--- config.mk ---
export PLATFORM = sky130hd
export DESIGN_NAME = sburst_rd_port
export DESIGN_NICKNAME = d
export VERILOG_FILES = /design/src/rtl/sbr_pkg.sv /design/src/rtl/sbr_addr_gen.sv /design/src/rtl/sbr_rom.sv /design/src/rtl/sbr_seq.sv /design/src/rtl/sbr_pads.sv /design/src/rtl/sburst_rd_port.sv
export SDC_FILE = /design/constraint.sdc
export NUM_CORES = 1
export LEC_CHECK = 0
export ABC_AREA = 1
export BUFFER_PORTS_ARGS = -buffer_cell sky130_fd_sc_hd__buf_2
export CAP_MARGIN = 20
export CORE_ASPECT_RATIO = 0.5
export CORE_MARGIN = 3
export CORE_UTILIZATION = 50
export DETAILED_ROUTE_END_ITERATION = 8
export PLACE_DENSITY = 0.72
export SLEW_MARGIN = 40
export SYNTH_ARGS = -nofsm -noshare
export SYNTH_HDL_FRONTEND = slang
export SYNTH_SLANG_ARGS = --single-unit
--- constraint.sdc ---
create_clock -name clk -period 2.1 [get_ports clk]
set_input_delay 0.315 -clock clk [delete_from_list [all_inputs] [get_ports clk]]
set_output_delay 0.315 -clock clk [all_outputs]
set_load 0.05 [all_outputs]
--- src/rtl/sbr_pkg.sv ---
package sbr_pkg;

  typedef enum logic [1:0] {
    PH_IDLE = 2'd0,
    PH_LAT  = 2'd1,
    PH_DATA = 2'd2,
    PH_DONE = 2'd3
  } phase_e;

  localparam logic [1:0] LEN_CONT = 2'b11;

  // number of words for a length code; zero means no end
  function automatic logic [4:0] burst_words(input logic [1:0] code);
    case (code)
      2'd0:    return 5'd4;
      2'd1:    return 5'd8;
      2'd2:    return 5'd16;
      default: return 5'd0;
    endcase
  endfunction

  function automatic logic is_wrapped(input logic [1:0] code, input logic wrap);
    return wrap && (code != LEN_CONT);
  endfunction

endpackage

--- src/rtl/sbr_addr_gen.sv ---
module sbr_addr_gen
  import sbr_pkg::*;
#(
  parameter int ADDR_W = 24,
  parameter int ROW_W  = 4
) (
  input  logic [ADDR_W-1:0] base_i,
  input  logic [ADDR_W-1:0] ofs_i,
  input  logic [1:0]        len_i,
  input  logic              wrap_i,
  input  logic              single_i,
  output logic [ADDR_W-1:0] cur_addr_o,
  output logic              next_row_start_o
);

  // address of word ofs within the burst
  function automatic logic [ADDR_W-1:0] walk(
    input logic [ADDR_W-1:0] base,
    input logic [ADDR_W-1:0] ofs,
    input logic [1:0]        code,
    input logic              wrap
  );
    logic [ADDR_W-1:0] mask;
    if (is_wrapped(code, wrap)) begin
      mask = ADDR_W'(burst_words(code)) - 1'b1;
      return (base & ~mask) | ((base + ofs) & mask);
    end
    return base + ofs;
  endfunction

  logic [ADDR_W-1:0] nxt_addr;

  always_comb begin
    cur_addr_o       = single_i ? base_i : walk(base_i, ofs_i, len_i, wrap_i);
    nxt_addr         = walk(base_i, ofs_i + 1'b1, len_i, wrap_i);
    next_row_start_o = !is_wrapped(len_i, wrap_i) && (nxt_addr[ROW_W-1:0] == '0);
  end

endmodule

--- src/rtl/sbr_rom.sv ---
module sbr_rom #(
  parameter int              ADDR_W = 24,
  parameter int              DATA_W = 16,
  parameter logic [DATA_W-1:0] SEED = 16'h5A3C
) (
  input  logic [ADDR_W-1:0] addr_i,
  output logic [DATA_W-1:0] word_o
);

  function automatic logic [DATA_W-1:0] pattern(input logic [ADDR_W-1:0] a);
    logic [7:0] hi;
    hi = a[ADDR_W-1 -: 8];
    return a[DATA_W-1:0] ^ {(DATA_W/8){hi}} ^ SEED;
  endfunction

  assign word_o = pattern(addr_i);

endmodule

--- src/rtl/sbr_seq.sv ---
module sbr_seq
  import sbr_pkg::*;
#(
  parameter int ADDR_W  = 24,
  parameter int LATENCY = 4
) (
  input  logic              clk,
  input  logic              rst_n,
  input  logic              ce_n,
  input  logic              oe_n,
  input  logic              adv_n,
  input  logic [ADDR_W-1:0] addr_i,
  input  logic [1:0]        len_i,
  input  logic              wrap_i,
  input  logic              single_i,
  input  logic              status_i,
  input  logic              next_row_start_i,
  output logic [ADDR_W-1:0] base_q,
  output logic [ADDR_W-1:0] ofs_q,
  output logic [1:0]        len_q,
  output logic              wrap_q,
  output logic              single_q,
  output logic              status_q,
  output phase_e            phase_q,
  output logic              bwait_q,
  output logic              word_step_o,
  output logic              data_valid_o
);

  localparam int LAT_W = $clog2(LATENCY) + 1;

  logic [LAT_W-1:0] lat_q;
  logic [4:0]       words;
  logic             active;
  logic             last_word;

  always_comb begin
    words        = burst_words(len_q);
    last_word    = (len_q != LEN_CONT) && (ofs_q == ADDR_W'(words - 5'd1));
    active       = !ce_n && adv_n && !oe_n;
    word_step_o  = active && (phase_q == PH_DATA) && !bwait_q && !last_word;
    data_valid_o = (phase_q == PH_DATA) && !bwait_q;
  end

  always_ff @(posedge clk or negedge rst_n) begin
    if (!rst_n) begin
      phase_q  <= PH_IDLE;
      lat_q    <= '0;
      base_q   <= '0;
      ofs_q    <= '0;
      bwait_q  <= 1'b0;
      len_q    <= 2'd0;
      wrap_q   <= 1'b0;
      single_q <= 1'b0;
      status_q <= 1'b0;
    end else if (ce_n) begin
      phase_q <= PH_IDLE;
      bwait_q <= 1'b0;
    end else if (!adv_n) begin
      phase_q  <= PH_LAT;
      lat_q    <= LAT_W'(LATENCY - 1);
      base_q   <= addr_i;
      ofs_q    <= '0;
      bwait_q  <= 1'b0;
      len_q    <= len_i;
      wrap_q   <= wrap_i;
      single_q <= single_i;
      status_q <= status_i;
    end else if (oe_n) begin
      // parked: sensing finishes, so a pending latency is complete
      if (phase_q == PH_LAT) phase_q <= PH_DATA;
    end else begin
      case (phase_q)
        PH_LAT: begin
          if (lat_q == '0) phase_q <= PH_DATA;
          else             lat_q   <= lat_q - 1'b1;
        end
        PH_DATA: begin
          if (bwait_q) begin
            bwait_q <= 1'b0;
          end else if (last_word) begin
            phase_q <= PH_DONE;
          end else begin
            ofs_q   <= ofs_q + 1'b1;
            bwait_q <= !single_q && next_row_start_i;
          end
        end
        default: ;
      endcase
    end
  end

endmodule

--- src/rtl/sbr_pads.sv ---
module sbr_pads #(
  parameter int DATA_W = 16
) (
  input  logic              ce_n,
  input  logic              oe_n,
  input  logic              data_valid_i,
  input  logic              in_lat_i,
  input  logic              bwait_i,
  input  logic              status_i,
  input  logic [DATA_W-1:0] word_i,
  output logic [DATA_W-1:0] dq_o,
  output logic              dq_en_o,
  output logic              wait_o,
  output logic              wait_en_o
);

  logic bus_on;
  logic not_ready;

  always_comb begin
    bus_on    = !ce_n && !oe_n;
    not_ready = status_i ? !data_valid_i : (in_lat_i || bwait_i);
    wait_en_o = bus_on;
    wait_o    = bus_on && not_ready;
    dq_en_o   = bus_on && data_valid_i;
    dq_o      = dq_en_o ? word_i : '0;
  end

endmodule

--- src/rtl/sburst_rd_port.sv ---
module sburst_rd_port
  import sbr_pkg::*;
#(
  parameter int ADDR_W  = 24,
  parameter int DATA_W  = 16,
  parameter int LATENCY = 4,
  parameter int ROW_W   = 4
) (
  input  logic              clk,
  input  logic              rst_n,
  input  logic              ce_n,
  input  logic              oe_n,
  input  logic              adv_n,
  input  logic [ADDR_W-1:0] addr_i,
  input  logic [1:0]        len_i,
  input  logic              wrap_i,
  input  logic              single_i,
  input  logic              status_i,
  output logic [DATA_W-1:0] dq_o,
  output logic              dq_en_o,
  output logic              wait_o,
  output logic              wait_en_o
);

  logic [ADDR_W-1:0] base_q;
  logic [ADDR_W-1:0] ofs_q;
  logic [ADDR_W-1:0] cur_addr;
  logic [DATA_W-1:0] word;
  logic [1:0]        len_q;
  logic              wrap_q;
  logic              single_q;
  logic              status_q;
  logic              bwait_q;
  logic              next_row_start;
  logic              word_step;
  logic              data_valid;
  phase_e            phase_q;

  // named events for the checker
  logic in_lat;
  logic busy;
  logic idle;
  assign in_lat = (phase_q == PH_LAT);
  assign busy   = (phase_q == PH_LAT) || (phase_q == PH_DATA);
  assign idle   = (phase_q == PH_IDLE);

  sbr_seq #(.ADDR_W(ADDR_W), .LATENCY(LATENCY)) u_seq (
    .clk              (clk),
    .rst_n            (rst_n),
    .ce_n             (ce_n),
    .oe_n             (oe_n),
    .adv_n            (adv_n),
    .addr_i           (addr_i),
    .len_i            (len_i),
    .wrap_i           (wrap_i),
    .single_i         (single_i),
    .status_i         (status_i),
    .next_row_start_i (next_row_start),
    .base_q           (base_q),
    .ofs_q            (ofs_q),
    .len_q            (len_q),
    .wrap_q           (wrap_q),
    .single_q         (single_q),
    .status_q         (status_q),
    .phase_q          (phase_q),
    .bwait_q          (bwait_q),
    .word_step_o      (word_step),
    .data_valid_o     (data_valid)
  );

  sbr_addr_gen #(.ADDR_W(ADDR_W), .ROW_W(ROW_W)) u_addr (
    .base_i           (base_q),
    .ofs_i            (ofs_q),
    .len_i            (len_q),
    .wrap_i           (wrap_q),
    .single_i         (single_q),
    .cur_addr_o       (cur_addr),
    .next_row_start_o (next_row_start)
  );

  sbr_rom #(.ADDR_W(ADDR_W), .DATA_W(DATA_W)) u_rom (
    .addr_i (cur_addr),
    .word_o (word)
  );

  sbr_pads #(.DATA_W(DATA_W)) u_pads (
    .ce_n         (ce_n),
    .oe_n         (oe_n),
    .data_valid_i (data_valid),
    .in_lat_i     (in_lat),
    .bwait_i      (bwait_q),
    .status_i     (status_q),
    .word_i       (word),
    .dq_o         (dq_o),
    .dq_en_o      (dq_en_o),
    .wait_o       (wait_o),
    .wait_en_o    (wait_en_o)
  );

endmodule

* Yosys cells after proc, flatten, opt, wreduce, memory -nomap -nowiden
Cells that the tools add are included.
Storage, ports and cells: input bits 34, register bits after elaboration 59, word-level logic and storage cells 100, output and inout port bits 19
Cells by class: add/subtract/negate cells 6, equal/unequal tests 19, muxes and demuxes 33, reductions and logical operators 23, bitwise logic cells 10
Operators with widths (number):
- $mux 24 | 8
- $and 24x24->24 | 2
- $add 24x1->24 const B | 1
- $add 24x24->24 | 1
- $eq 24x24->1 | 1
- $not 24->24 | 1
- $or 24x24->24 | 1
- $mux 16 | 1
- $xor 16x16->16 | 1
- $pmux 5 s3 | 1
- $mux 2 | 7
- $mux 3 | 4
- $sub 5x1->6 const B | 2
- $ne 2x2->1 const B | 5
- $ne 5x5->1 const B | 2
- $reduce_and 5->1 | 2
- $logic_and 1x1->1 | 8
- $mux 1 | 8
- $mux 4 | 2
- $not 8->8 | 1
- $logic_not 1->1 | 6
- $mux 5 | 1
- $ne 5x4->1 const B | 1
- $add 4x4->4 | 1
- other kinds (18) | 23

* Logic depth before layout (Yosys ltp)
Gate-level depths: netlist of the first run.
depth after elaboration 18, gate-level depth with buffers 16

* By module
A second synthesis of the first run with hierarchy kept.
Unflattened totals: cells, all modules 952, area, all modules 5805.6 um^2
Modules (own cells, without submodules):
- sbr_seq | seq. area each 1476.4 um^2, cells each 441, area each 3288.2 um^2, instances 1
- sbr_addr_gen | seq. area each 0.0 um^2, cells each 394, area each 2025.7 um^2, instances 1
- sbr_rom | seq. area each 0.0 um^2, cells each 72, area each 270.3 um^2, instances 1
- sbr_pads | seq. area each 0.0 um^2, cells each 43, area each 211.5 um^2, instances 1
- sburst_rd_port | seq. area each 0.0 um^2, cells each 2, area each 10.0 um^2, instances 1

* Least setup slack after synthesis of the first run
Ideal clock, no wire load.
path kind input to output, start point input ce_n, end point output dq_o[10], required time 1.785 ns, arrival time 2.617 ns, stages on the path 6, path slack -0.832 ns, buffers on the path 1, cells stage by stage nor2_1 inv_1 nor2_8 buf_2 nand2_1 nor2_1
Between the ends: word-level cells in the longest chain between the ends 4
Ends and longest elaborated chain:
- start: declaration | RTL line sburst_rd_port.sv:11 | input logic ce_n,
- $logic_not 1->1
- $logic_and 1x1->1 | RTL line sbr_pads.sv:21 | bus_on = !ce_n && !oe_n;
- $logic_and 1x1->1 | RTL line sbr_pads.sv:25 | dq_en_o = bus_on && data_valid_i;
- via dq_en_o | RTL line sburst_rd_port.sv:20 | output logic dq_en_o,
- $mux 16 | RTL line sbr_pads.sv:26 | dq_o = dq_en_o ? word_i : '0;
- end: declaration | RTL line sburst_rd_port.sv:19 | output logic [DATA_W-1:0] dq_o,
The timed path passes the listed nets, and every way through them passes these cells.

* Final worst setup path of the first run
start point register u_seq.ofs_q[11], end point output dq_o[2]
Between the ends: word-level cells in the longest chain between the ends 9
Ends and longest elaborated chain:
- start: declaration | RTL line sbr_seq.sv:19 | output logic [ADDR_W-1:0] ofs_q,
- start signal: assignment | RTL line sbr_seq.sv:84 | ofs_q <= ofs_q + 1'b1;
- $add 24x24->24 (*) | RTL line sbr_addr_gen.sv:26, sbr_addr_gen.sv:28
- $and 24x24->24 | RTL line sbr_addr_gen.sv:26 | return (base & ~mask) | ((base + ofs) & mask);
- $or 24x24->24 | RTL line sbr_addr_gen.sv:26
- $mux 24 | RTL line sbr_addr_gen.sv:24 | if (is_wrapped(code, wrap)) begin
- $mux 24 (*) | RTL line sbr_addr_gen.sv:28 | return base + ofs;
- $mux 24 (*) | RTL line sbr_addr_gen.sv:34 | cur_addr_o = single_i ? base_i : walk(base_i, ofs_i, len_i, wrap_i);
- $xor 16x16->16 (*) | RTL line sbr_rom.sv:13 | return a[DATA_W-1:0] ^ {(DATA_W/8){hi}} ^ SEED;
- $not 8->8 (no source line) (*)
- $mux 16 (*) | RTL line sbr_pads.sv:26
Every way passes the cells marked *; elsewhere a longest branch is shown, timed or not. The select of a mux whose other input is x is not followed.

==> flow_summary.html, run 1 <==
<table>
<tr><th>Metric</th><th>Value</th></tr>
<tr><th colspan="2">Outcome</th></tr>
<tr><td>Outcome</td><td>finished, violations left</td></tr>
<tr><td>Failing checks</td><td>setup timing</td></tr>
<tr><th colspan="2">GRT</th></tr>
<tr><td>GRT Resource Usage Total</td><td>a little under a third</td></tr>
<tr><td>Number of antenna violations at the first check in global routing</td><td>0</td></tr>
<tr><td>Wire length of the first global-routing pass</td><td>29.8 mm</td></tr>
<tr><td>Maximum number of pins on one net before global-route repair</td><td>52</td></tr>
<tr><td>Vias in the first global route</td><td>5,788</td></tr>
<tr><td>Gr ovfl total</td><td>0</td></tr>
<tr><th colspan="2">Floorplanning</th></tr>
<tr><td>Height of the die</td><td>79.9 um</td></tr>
<tr><td>Floorplan die width</td><td>around 150 um</td></tr>
<tr><td>I/O pins</td><td>53</td></tr>
<tr><td>Number of rows in the core area</td><td>26</td></tr>
<tr><td>Placeable core area</td><td>~10,000 um^2</td></tr>
<tr><td>Die Footprint</td><td>roughly 12,000 um^2</td></tr>
<tr><td>Effective utilization at floorplan</td><td>a little over half</td></tr>
<tr><th colspan="2">Route</th></tr>
<tr><td>Pre-antenna DRT Iters</td><td>5</td></tr>
<tr><td>Total detailed-routing wirelength</td><td>20.5 mm</td></tr>
<tr><td>DR iter-0 viols</td><td>~540</td></tr>
<tr><td>Number of remaining DRC errors</td><td>0</td></tr>
<tr><td>Antenna-violating nets left</td><td>0</td></tr>
<tr><td>Average wire per cell in the routed design</td><td>17.9 um</td></tr>
<tr><td>Vias per cell</td><td>5.73</td></tr>
<tr><td>Detailed-route via count</td><td>6,564</td></tr>
<tr><th colspan="2">STA</th></tr>
<tr><td>Transition time at the pin with the least slew margin</td><td>~0.64 ns</td></tr>
<tr><td>Achievable clock frequency</td><td>around 350 MHz</td></tr>
<tr><td>Number of failing hold endpoints at the final stage</td><td>0</td></tr>
<tr><td>Normalized max-slew margin</td><td>between 50 and 60%</td></tr>
<tr><td>Period Utilization, post-route</td><td>135%</td></tr>
<tr><td>Post-route setup slack</td><td>-0.735 ns</td></tr>
<tr><td>Final setup skew</td><td>0.00766 ns</td></tr>
<tr><td>Max-slew violation total from the final report</td><td>0</td></tr>
<tr><td>Setup violators final</td><td>17</td></tr>
<tr><td>Final critical delay including setup and external delays</td><td>2.83 ns</td></tr>
<tr><td>Worst-case hold slack</td><td>between 0.15 and 0.2 ns</td></tr>
<tr><td>RSZ-0062 raised after global routing</td><td>yes</td></tr>
<tr><th colspan="2">Setup path</th></tr>
<tr><td>Kind of launch point of the worst setup path</td><td>flop</td></tr>
<tr><td>Endpoint type of the worst setup path</td><td>output port</td></tr>
<tr><td>Required time of the critical path</td><td>roughly 1.8 ns</td></tr>
<tr><td>Startpoint-to-endpoint class of the critical path</td><td>reg2out</td></tr>
<tr><td>Highest net fanout along the worst path</td><td>4</td></tr>
<tr><td>Arrival @ worst endpoint</td><td>2.52 ns</td></tr>
<tr><th colspan="2">Logic synthesis</th></tr>
<tr><td>Post-synthesis compound-gate area fraction</td><td>roughly an eighth</td></tr>
<tr><td>Dominant synthesized flop cell</td><td>sky130_fd_sc_hd__dfrtp_1</td></tr>
<tr><td>Simple-gate portion of the synthesized area</td><td>39.5%</td></tr>
<tr><td>Post-synth ARST share</td><td>100%</td></tr>
<tr><td>Share of the synthesized netlist area taken by xor and xnor gates</td><td>under 10%</td></tr>
<tr><td>Multiplexer share of the synthesized area</td><td>0%</td></tr>
<tr><td>Number of distinct standard cells referenced by the synthesized netlist</td><td>41</td></tr>
<tr><td>Area share of the largest cell type after synthesis</td><td>27.0%</td></tr>
<tr><td>Number of instances in the synthesized netlist</td><td>840</td></tr>
<tr><td>Largest area contributor in the netlist</td><td>sky130_fd_sc_hd__dfrtp_1</td></tr>
<tr><td>Post-Synthesis Net Count</td><td>about 910</td></tr>
<tr><td>Syn Std Cell Area</td><td>around 5500 um^2</td></tr>
<tr><td>Register bit count reported by yosys</td><td>59</td></tr>
<tr><td>Number of synthesized flops with an enable pin</td><td>0</td></tr>
<tr><td>Sequential-to-total area share from yosys stat</td><td>between 20% and 30%</td></tr>
<tr><td>Average footprint of a synthesized cell</td><td>6.51 um^2</td></tr>
<tr><td>Synth area leaders</td><td>sky130_fd_sc_hd__dfrtp_1 (27%), sky130_fd_sc_hd__nand2_1 (17%), sky130_fd_sc_hd__inv_1 (7.8%), sky130_fd_sc_hd__ha_1 (7.1%), sky130_fd_sc_hd__nand3_1 (5.8%)</td></tr>
<tr><td>List of most frequent post-synthesis cells</td><td>sky130_fd_sc_hd__nand2_1 (244), sky130_fd_sc_hd__inv_1 (113), sky130_fd_sc_hd__nand3_1 (63)</td></tr>
<tr><td>Largest family of logic cells by synthesized area</td><td>simple AND/OR/NAND/NOR gates</td></tr>
<tr><td>Most common cell in the netlist</td><td>sky130_fd_sc_hd__nand2_1</td></tr>
<tr><td>Yosys synthesis warning count</td><td>0</td></tr>
<tr><td>Post-Synth Adder-Cell Area</td><td>under 10%</td></tr>
<tr><th colspan="2">Placed design</th></tr>
<tr><td>Half-perimeter wire length of the detailed placement result</td><td>approximately 14 mm</td></tr>
<tr><td>GPL Wtd Cong</td><td>0.973</td></tr>
<tr><td>Cell area after placement</td><td>~7000 um^2</td></tr>
<tr><td>Number of port buffers</td><td>52</td></tr>
<tr><td>Setup WS pre-CTS</td><td>-0.420 ns</td></tr>
<tr><th colspan="2">CTS</th></tr>
<tr><td>CTS tree</td><td>done</td></tr>
<tr><td>Number of CTS-inserted buffers</td><td>9</td></tr>
<tr><td>Clk buf depth</td><td>2</td></tr>
<tr><td>Worst-path clk slew</td><td>~0.06 ns</td></tr>
<tr><td>Total number of clock tree sinks</td><td>59</td></tr>
<tr><td>H-tree Lvls</td><td>3</td></tr>
<tr><td>Master cell of the clock root buffer</td><td>sky130_fd_sc_hd__clkbuf_16</td></tr>
<tr><td>Source-to-sink clock delay at the later pin of the worst-skew pair</td><td>~0.35 ns</td></tr>
<tr><th colspan="2">Min path</th></tr>
<tr><td>Path type of the worst min-delay path</td><td>in2reg</td></tr>
<tr><th colspan="2">Final layout</th></tr>
<tr><td>Final Util</td><td>between 80% and 90%</td></tr>
<tr><td>Final cell area excluding filler cells</td><td>8340 um^2</td></tr>
<tr><td>Fraction of final layout cells sized beyond drive strength 1</td><td>41.0%</td></tr>
<tr><td>Synth-to-layout area growth</td><td>52.5%</td></tr>
<tr><td>Final net count</td><td>between 1,000 and 1,500</td></tr>
<tr><td>Ant. Diodes</td><td>0</td></tr>
<tr><th colspan="2">Pwr</th></tr>
<tr><td>Total power consumption of the routed design</td><td>4.82 mW</td></tr>
<tr><td>Power density relative to cell area</td><td>roughly 580 nW/um^2</td></tr>
<tr><td>Max IR drop VDD</td><td>about 0.0004 V</td></tr>
<tr><td>Leak</td><td>between 3 and 4 nW</td></tr>
<tr><th colspan="2">Job</th></tr>
<tr><td>Number of max-capacitance violations reported</td><td>0</td></tr>
</table>
through the flow:
step                      instances  TNS, ns
after floorplan                 840    -2.47
after global placement         1113    -5.53
after detailed placement       1113    -6.05
after CTS                      1137   -10.04
after global routing           1146   -12.47
final                          1146   -10.67
layer usage:
metal / wire [um] / global-route usage (%)
met5: 0 / 0
met4: 681 / 8.28
met3: 2160 / 5.31
met2: 8980 / 48.2
met1: 8670 / 44.4
path summary, 6_finish.rpt:
check	slack, ns	from	cells after the start	end
setup / recovery	-0.73	u_seq.ofs_q[11]$_DFFE_PN0P_	10	dq_o[2]
hold / removal	0.17	addr_i[4]	3	u_seq.base_q[4]$_DFFE_PN0P_
setup reg to reg	-0.01	u_seq.ofs_q[0]$_DFFE_PN0P_	11	u_seq.bwait_q$_DFFE_PN0P_
hold reg to reg	0.50	u_seq.len_q[0]$_DFFE_PN0P_	2	u_seq.len_q[0]$_DFFE_PN0P_
max in group asynchronous	1.06	rst_n	3	u_seq.ofs_q[17]$_DFFE_PN0P_
min in group asynchronous	0.42	rst_n	2	u_seq.base_q[22]$_DFFE_PN0P_
layout make-up:
class                      count  area [um^2]
clock inverter                 7          124
timing repair buffer         167         1400
inverter                     119          449
multi-input combinational    645         4470
fill                         639         2070
clock buffer                   9          225
tap                          140          175
sequential                    59         1500
what timing repair did:
action                     4_1_cts  5_1_grt
gates resized for setup         84      136
cloned                           0        2
setup endpoints to repair       27       41
hold endpoints to repair        12        0
hold buffers                     1        0
setup buffers                    8        7
pin swaps                       15       46
flip-flops by register name (all words and copies together) (netlist names):
register	flops
u_seq.ofs_q	24
u_seq.wrap_q	1
u_seq.single_q	1
u_seq.phase_q	2
u_seq.bwait_q	1
u_seq.base_q	24
u_seq.lat_q	3
u_seq.len_q	2
u_seq.status_q	1
critical path, stage by stage (launching register included):
cell	delay (ns)
sky130_fd_sc_hd__dfrtp_2	0.47
sky130_fd_sc_hd__ha_4	0.34
sky130_fd_sc_hd__nand2_2	0.11
sky130_fd_sc_hd__nor4_1	0.46
sky130_fd_sc_hd__nand2_2	0.12
sky130_fd_sc_hd__nand3b_1	0.15
sky130_fd_sc_hd__nand3_4	0.12
sky130_fd_sc_hd__nand3_2	0.07
sky130_fd_sc_hd__nand2_1	0.09
sky130_fd_sc_hd__nor2_4	0.09
sky130_fd_sc_hd__buf_6	0.16
cell usage in the layout (no fill, tap or decap), drive strengths merged:
cell	netlist	layout
nand2	270	270
buf	11	163
inv	118	119
nor2	70	70
o21ai	69	69
nand3	65	65
dfrtp	59	59
a21oi	46	46
ha	31	31
nand4	30	30
nor3	21	21
xor2	19	19
clkbuf	6	12
nor4	4	4
nand3b	4	4
o21bai	4	4
bufinv	0	3
clkinv	1	3
xnor2	2	2
o22ai	2	2
a31oi	2	2
fa	2	2
and2	1	1
a22oi	1	1
a211oi	1	1
o31ai	1	1
clkinvlp	0	1
dlygate4sd3	0	1
power breakdown:
part	internal, mW	switching (mW)
clock	1.17	0.621
combinational	0.699	1.02
sequential	1.23	0.0903
logic make-up after synthesis:
family,Yosys count
flip-flops,59
adder cells (fa/ha/maj),33
AND/OR/NAND/NOR,465
AO/OA/AOI/OAI,126
XOR/XNOR,21
buffers and inverters,136
No activity file was read; power rests on OpenSTA's default activity.
==> run 2, diff against run 1 <==
--- a/config.mk
+++ b/config.mk
@@ -8,11 +8,10 @@
 export ABC_AREA = 1
 export BUFFER_PORTS_ARGS = -buffer_cell sky130_fd_sc_hd__buf_2
 export CAP_MARGIN = 20
-export CORE_ASPECT_RATIO = 0.5
 export CORE_MARGIN = 3
-export CORE_UTILIZATION = 50
+export CORE_UTILIZATION = 54
 export DETAILED_ROUTE_END_ITERATION = 8
-export PLACE_DENSITY = 0.72
+export PLACE_DENSITY = 0.77
 export SLEW_MARGIN = 40
 export SYNTH_ARGS = -nofsm -noshare
 export SYNTH_HDL_FRONTEND = slang
==> flow_summary.html, run 2 (synthesis results as in run 1) <==
<table>
<tr><th>Metric</th><th>Value</th></tr>
<tr><th colspan="2">Setup path</th></tr>
<tr><td>Critical Path Slowest Stage Cell</td><td>sky130_fd_sc_hd__dfrtp_1</td></tr>
<tr><td>R2r endpoint</td><td>u_seq.ofs_q[7]$_DFFE_PN0P_</td></tr>
<tr><td>Worst path buffer plus inverter count</td><td>2 (+1)</td></tr>
<tr><td>Arrival @ worst endpoint</td><td>2.73 ns (+0.21 ns)</td></tr>
<tr><td>Worst reg2reg setup slack</td><td>-0.19 ns (-0.18 ns)</td></tr>
<tr><td>Kind of launch point of the worst setup path</td><td>flop</td></tr>
<tr><td>Required time of the critical path</td><td>1.78 ns (about the same)</td></tr>
<tr><td>Depth of the worst register-to-register path</td><td>14 (+3)</td></tr>
<tr><td>Startpoint-to-endpoint class of the critical path</td><td>reg2out</td></tr>
<tr><td>Launch point of the worst reg-to-reg path</td><td>u_seq.ofs_q[1]$_DFFE_PN0P_</td></tr>
<tr><td>Sequence of cells on the critical path</td><td>ha_4, a21oi_2, nand2_2, nand2_1, nand2_1, xor2_1, o21ai_0, buf_4, nand3_1, nand2_1, nor2_4, buf_4</td></tr>
<tr><td>CP delay by family, top</td><td>simple AND/OR/NAND/NOR gates</td></tr>
<tr><td>Largest stage delay on the critical path</td><td>0.44 ns (-0.03 ns)</td></tr>
<tr><td>Highest net fanout along the worst path</td><td>4 (unchanged)</td></tr>
<tr><td>Most frequent CP cell</td><td>sky130_fd_sc_hd__nand2_1</td></tr>
<tr><td>Endpoint type of the worst setup path</td><td>output port</td></tr>
<tr><th colspan="2">Route</th></tr>
<tr><td>DR iter-0 viols</td><td>704 (+30%)</td></tr>
<tr><td>Pre-antenna DRT Iters</td><td>7 (+2)</td></tr>
<tr><td>Average wire per cell in the routed design</td><td>19.8 um (+11%)</td></tr>
<tr><td>Antenna-violating nets left</td><td>0 (unchanged)</td></tr>
<tr><td>Detailed-route via count</td><td>6,847 (+4.3%)</td></tr>
<tr><td>Number of remaining DRC errors</td><td>0 (unchanged)</td></tr>
<tr><td>Total detailed-routing wirelength</td><td>22.7 mm (+11%)</td></tr>
<tr><td>Vias per cell</td><td>5.96 (+4.1%)</td></tr>
<tr><th colspan="2">Placed design</th></tr>
<tr><td>GPL Wtd Cong</td><td>1.01 (+3.9%)</td></tr>
<tr><td>Number of port buffers</td><td>52 (unchanged)</td></tr>
<tr><td>Half-perimeter wire length of the detailed placement result</td><td>14.8 mm (+4.5%)</td></tr>
<tr><td>Cell area after placement</td><td>6990 um^2 (about the same)</td></tr>
<tr><th colspan="2">Floorplanning</th></tr>
<tr><td>Die Footprint</td><td>11,400 um^2 (-7.6%)</td></tr>
<tr><td>Effective utilization at floorplan</td><td>55.7% (+3.2 points)</td></tr>
<tr><td>Number of rows in the core area</td><td>36 (+38%)</td></tr>
<tr><td>I/O pins</td><td>53 (unchanged)</td></tr>
<tr><td>Placeable core area</td><td>9820 um^2 (-5.7%)</td></tr>
<tr><td>Height of the die</td><td>107 um (+33%)</td></tr>
<tr><td>Floorplan die width</td><td>107 um (-31%)</td></tr>
<tr><th colspan="2">STA</th></tr>
<tr><td>Max-slew violation total from the final report</td><td>0 (unchanged)</td></tr>
<tr><td>Worst-case hold slack</td><td>0.142 ns (-0.0271 ns)</td></tr>
<tr><td>Setup violators final</td><td>43 (+26)</td></tr>
<tr><td>Normalized max-slew margin</td><td>55.1% (-2.0 points)</td></tr>
<tr><td>Final critical delay including setup and external delays</td><td>3.05 ns (+0.215 ns)</td></tr>
<tr><td>Final setup skew</td><td>0.00884 ns (+0.00119 ns)</td></tr>
<tr><td>Achievable clock frequency</td><td>328 MHz (-7.0%)</td></tr>
<tr><td>Transition time at the pin with the least slew margin</td><td>0.673 ns (+0.0371 ns)</td></tr>
<tr><td>Period Utilization, post-route</td><td>145% (+10 points)</td></tr>
<tr><td>Number of failing hold endpoints at the final stage</td><td>0 (unchanged)</td></tr>
<tr><td>RSZ-0062 raised after global routing</td><td>yes</td></tr>
<tr><td>Post-route setup slack</td><td>-0.949 ns (-0.215 ns)</td></tr>
<tr><th colspan="2">CTS</th></tr>
<tr><td>H-tree Lvls</td><td>3 (unchanged)</td></tr>
<tr><td>Total number of clock tree sinks</td><td>59 (unchanged)</td></tr>
<tr><td>Number of CTS-inserted buffers</td><td>9 (unchanged)</td></tr>
<tr><td>Master cell of the clock root buffer</td><td>sky130_fd_sc_hd__clkbuf_8</td></tr>
<tr><td>Source-to-sink clock delay at the later pin of the worst-skew pair</td><td>0.37 ns (+0.02 ns)</td></tr>
<tr><td>Worst-path clk slew</td><td>0.08 ns (+0.02 ns)</td></tr>
<tr><td>Clk buf depth</td><td>2 (unchanged)</td></tr>
<tr><td>CTS tree</td><td>done</td></tr>
<tr><th colspan="2">GRT</th></tr>
<tr><td>Wire length of the first global-routing pass</td><td>31.9 mm (+7.0%)</td></tr>
<tr><td>Number of antenna violations at the first check in global routing</td><td>0 (unchanged)</td></tr>
<tr><td>Highest-utilization routing layer at the global route stage</td><td>met2</td></tr>
<tr><td>Maximum number of pins on one net before global-route repair</td><td>52 (unchanged)</td></tr>
<tr><td>Vias in the first global route</td><td>6,481 (+12%)</td></tr>
<tr><td>Met2 Track Usage GR</td><td>59.5% (+11 points)</td></tr>
<tr><td>GRT Resource Usage Total</td><td>36.2% (+5.3 points)</td></tr>
<tr><td>Fraction of met1 tracks used by global routing</td><td>46.1% (+1.8 points)</td></tr>
<tr><td>Gr ovfl total</td><td>0 (unchanged)</td></tr>
<tr><td>Met3 track utilization from global routing</td><td>8.79% (+3.5 points)</td></tr>
<tr><th colspan="2">Final layout</th></tr>
<tr><td>Fill count</td><td>575 (-10%)</td></tr>
<tr><td>Registers with the highest flip-flop counts</td><td>u_seq.base_q: 24 flops, u_seq.ofs_q: 24 flops, u_seq.lat_q: 3 flops</td></tr>
<tr><td>Fraction of final layout cells sized beyond drive strength 1</td><td>42.5% (+1.5 points)</td></tr>
<tr><td>Most common cell after layout, fill and taps aside</td><td>sky130_fd_sc_hd__nand2_1</td></tr>
<tr><td>Ant. Diodes</td><td>0 (unchanged)</td></tr>
<tr><td>Synth-to-layout area growth</td><td>50.9%</td></tr>
<tr><td>Area taken by flip-flops and latches</td><td>1490 um^2 (-0.17%)</td></tr>
<tr><td>Final net count</td><td>1,077 (+0.84%)</td></tr>
<tr><td>Highest-count cells in the layout ignoring fill and taps</td><td>sky130_fd_sc_hd__nand2_1 (198), sky130_fd_sc_hd__buf_4 (107), sky130_fd_sc_hd__inv_1 (105), sky130_fd_sc_hd__nand2_2 (51), sky130_fd_sc_hd__dfrtp_1 (46)</td></tr>
<tr><td>Multi-input gate area</td><td>4510 um^2 (+0.92%)</td></tr>
<tr><td>Final cell area excluding filler cells</td><td>8250 um^2 (-1.1%)</td></tr>
<tr><th colspan="2">Pwr</th></tr>
<tr><td>Leak</td><td>3.96 nW (-0.87%)</td></tr>
<tr><td>Max IR drop VDD</td><td>0.000503 V (+25%)</td></tr>
<tr><td>Power density relative to cell area</td><td>507 nW/um^2 (-12%)</td></tr>
<tr><th colspan="2">Min path</th></tr>
<tr><td>Hold EP</td><td>u_seq.base_q[11]$_DFFE_PN0P_</td></tr>
<tr><td>Cell count of the worst hold path</td><td>3 (unchanged)</td></tr>
<tr><td>Path type of the worst min-delay path</td><td>in2reg</td></tr>
<tr><td>Launch point of the worst hold path</td><td>addr_i[11]</td></tr>
<tr><th colspan="2">Job</th></tr>
<tr><td>Number of max-capacitance violations reported</td><td>0 (unchanged)</td></tr>
<tr><th colspan="2">Outcome</th></tr>
<tr><td>Outcome</td><td>finished, violations left</td></tr>
<tr><td>Failing checks</td><td>setup timing</td></tr>
</table>
[run 2: where the power goes]
group | leakage, nW | total, mW | internal, mW | switching (mW)
sequential | 0.746 | 1.33 | 1.23 | 0.101
combinational | 3.13 | 1.85 | 0.734 | 1.11
clock | 0.0870 | 1.01 | 0.440 | 0.565
total | 3.96 | 4.18 | 2.40 | 1.78
[run 2: area by class of cell]
cell class              instances  area share [%]
multi-input cells             646            54.7
clock buffers                  10            1.55
inverters                     119            5.42
clock inverters                 6           0.622
repair buffers                175            17.6
well taps                     133            2.02
flip-flops and latches         59            18.1
[run 2: what timing repair did]
action,in CTS,in global routing
gates resized for setup,116,111
buffers inserted,13,11
hold endpoints to repair,25,0
pin swaps,21,29
setup endpoints to repair,38,45
cloned,2,0
hold buffers,1,0
[run 2: worst min-delay path, delay by kind of cell]
kind                   cells  cell delay (ns)
buffers and inverters      1             0.08
AND/OR/NAND/NOR            2             0.10
[run 2: metal layers]
metal  vias up  wire (um)
met4         0       1470
li1       3082          -
met5         -          0
met3       131       2080
met2       434      10300
met1      3200       8800
[run 2: worst max path at each step]
| stage | startpoint | end | slack, ns | cells past startpoint |
|---|---|---|---|---|
| floorplan | u_seq.ofs_q[0]$_DFFE_PN0P_ | dq_o[10] | -0.31 | 15 |
| finish | u_seq.base_q[2]$_DFFE_PN0P_ | dq_o[5] | -0.95 | 12 |
| global route | u_seq.base_q[0]$_DFFE_PN0P_ | dq_o[14] | -0.99 | 16 |
| CTS | u_seq.ofs_q[0]$_DFFE_PN0P_ | dq_o[14] | -0.75 | 16 |
| global placement | u_seq.ofs_q[0]$_DFFE_PN0P_ | dq_o[4] | -0.37 | 15 |
| detailed placement | u_seq.ofs_q[0]$_DFFE_PN0P_ | dq_o[14] | -0.46 | 14 |
[run 2: stage by stage]
| step | total power, mW | setup TNS [ns] | std cells | utilization [%] | setup slack (ns) |
|---|---|---|---|---|---|
| finish | 4.18 | -15.52 | 1148 | 84.0 | -0.949 |
| floorplan | 2.19 | -2.47 | 840 | - | -0.314 |
| CTS | 3.89 | -10.41 | 1138 | 78.5 | -0.747 |
| detailed placement | 2.74 | -6.63 | 1107 | 71.2 | -0.457 |
| global placement | 2.68 | -5.25 | 1107 | 71.2 | -0.372 |
| global route | 4.34 | -20.18 | 1148 | 84.0 | -0.986 |
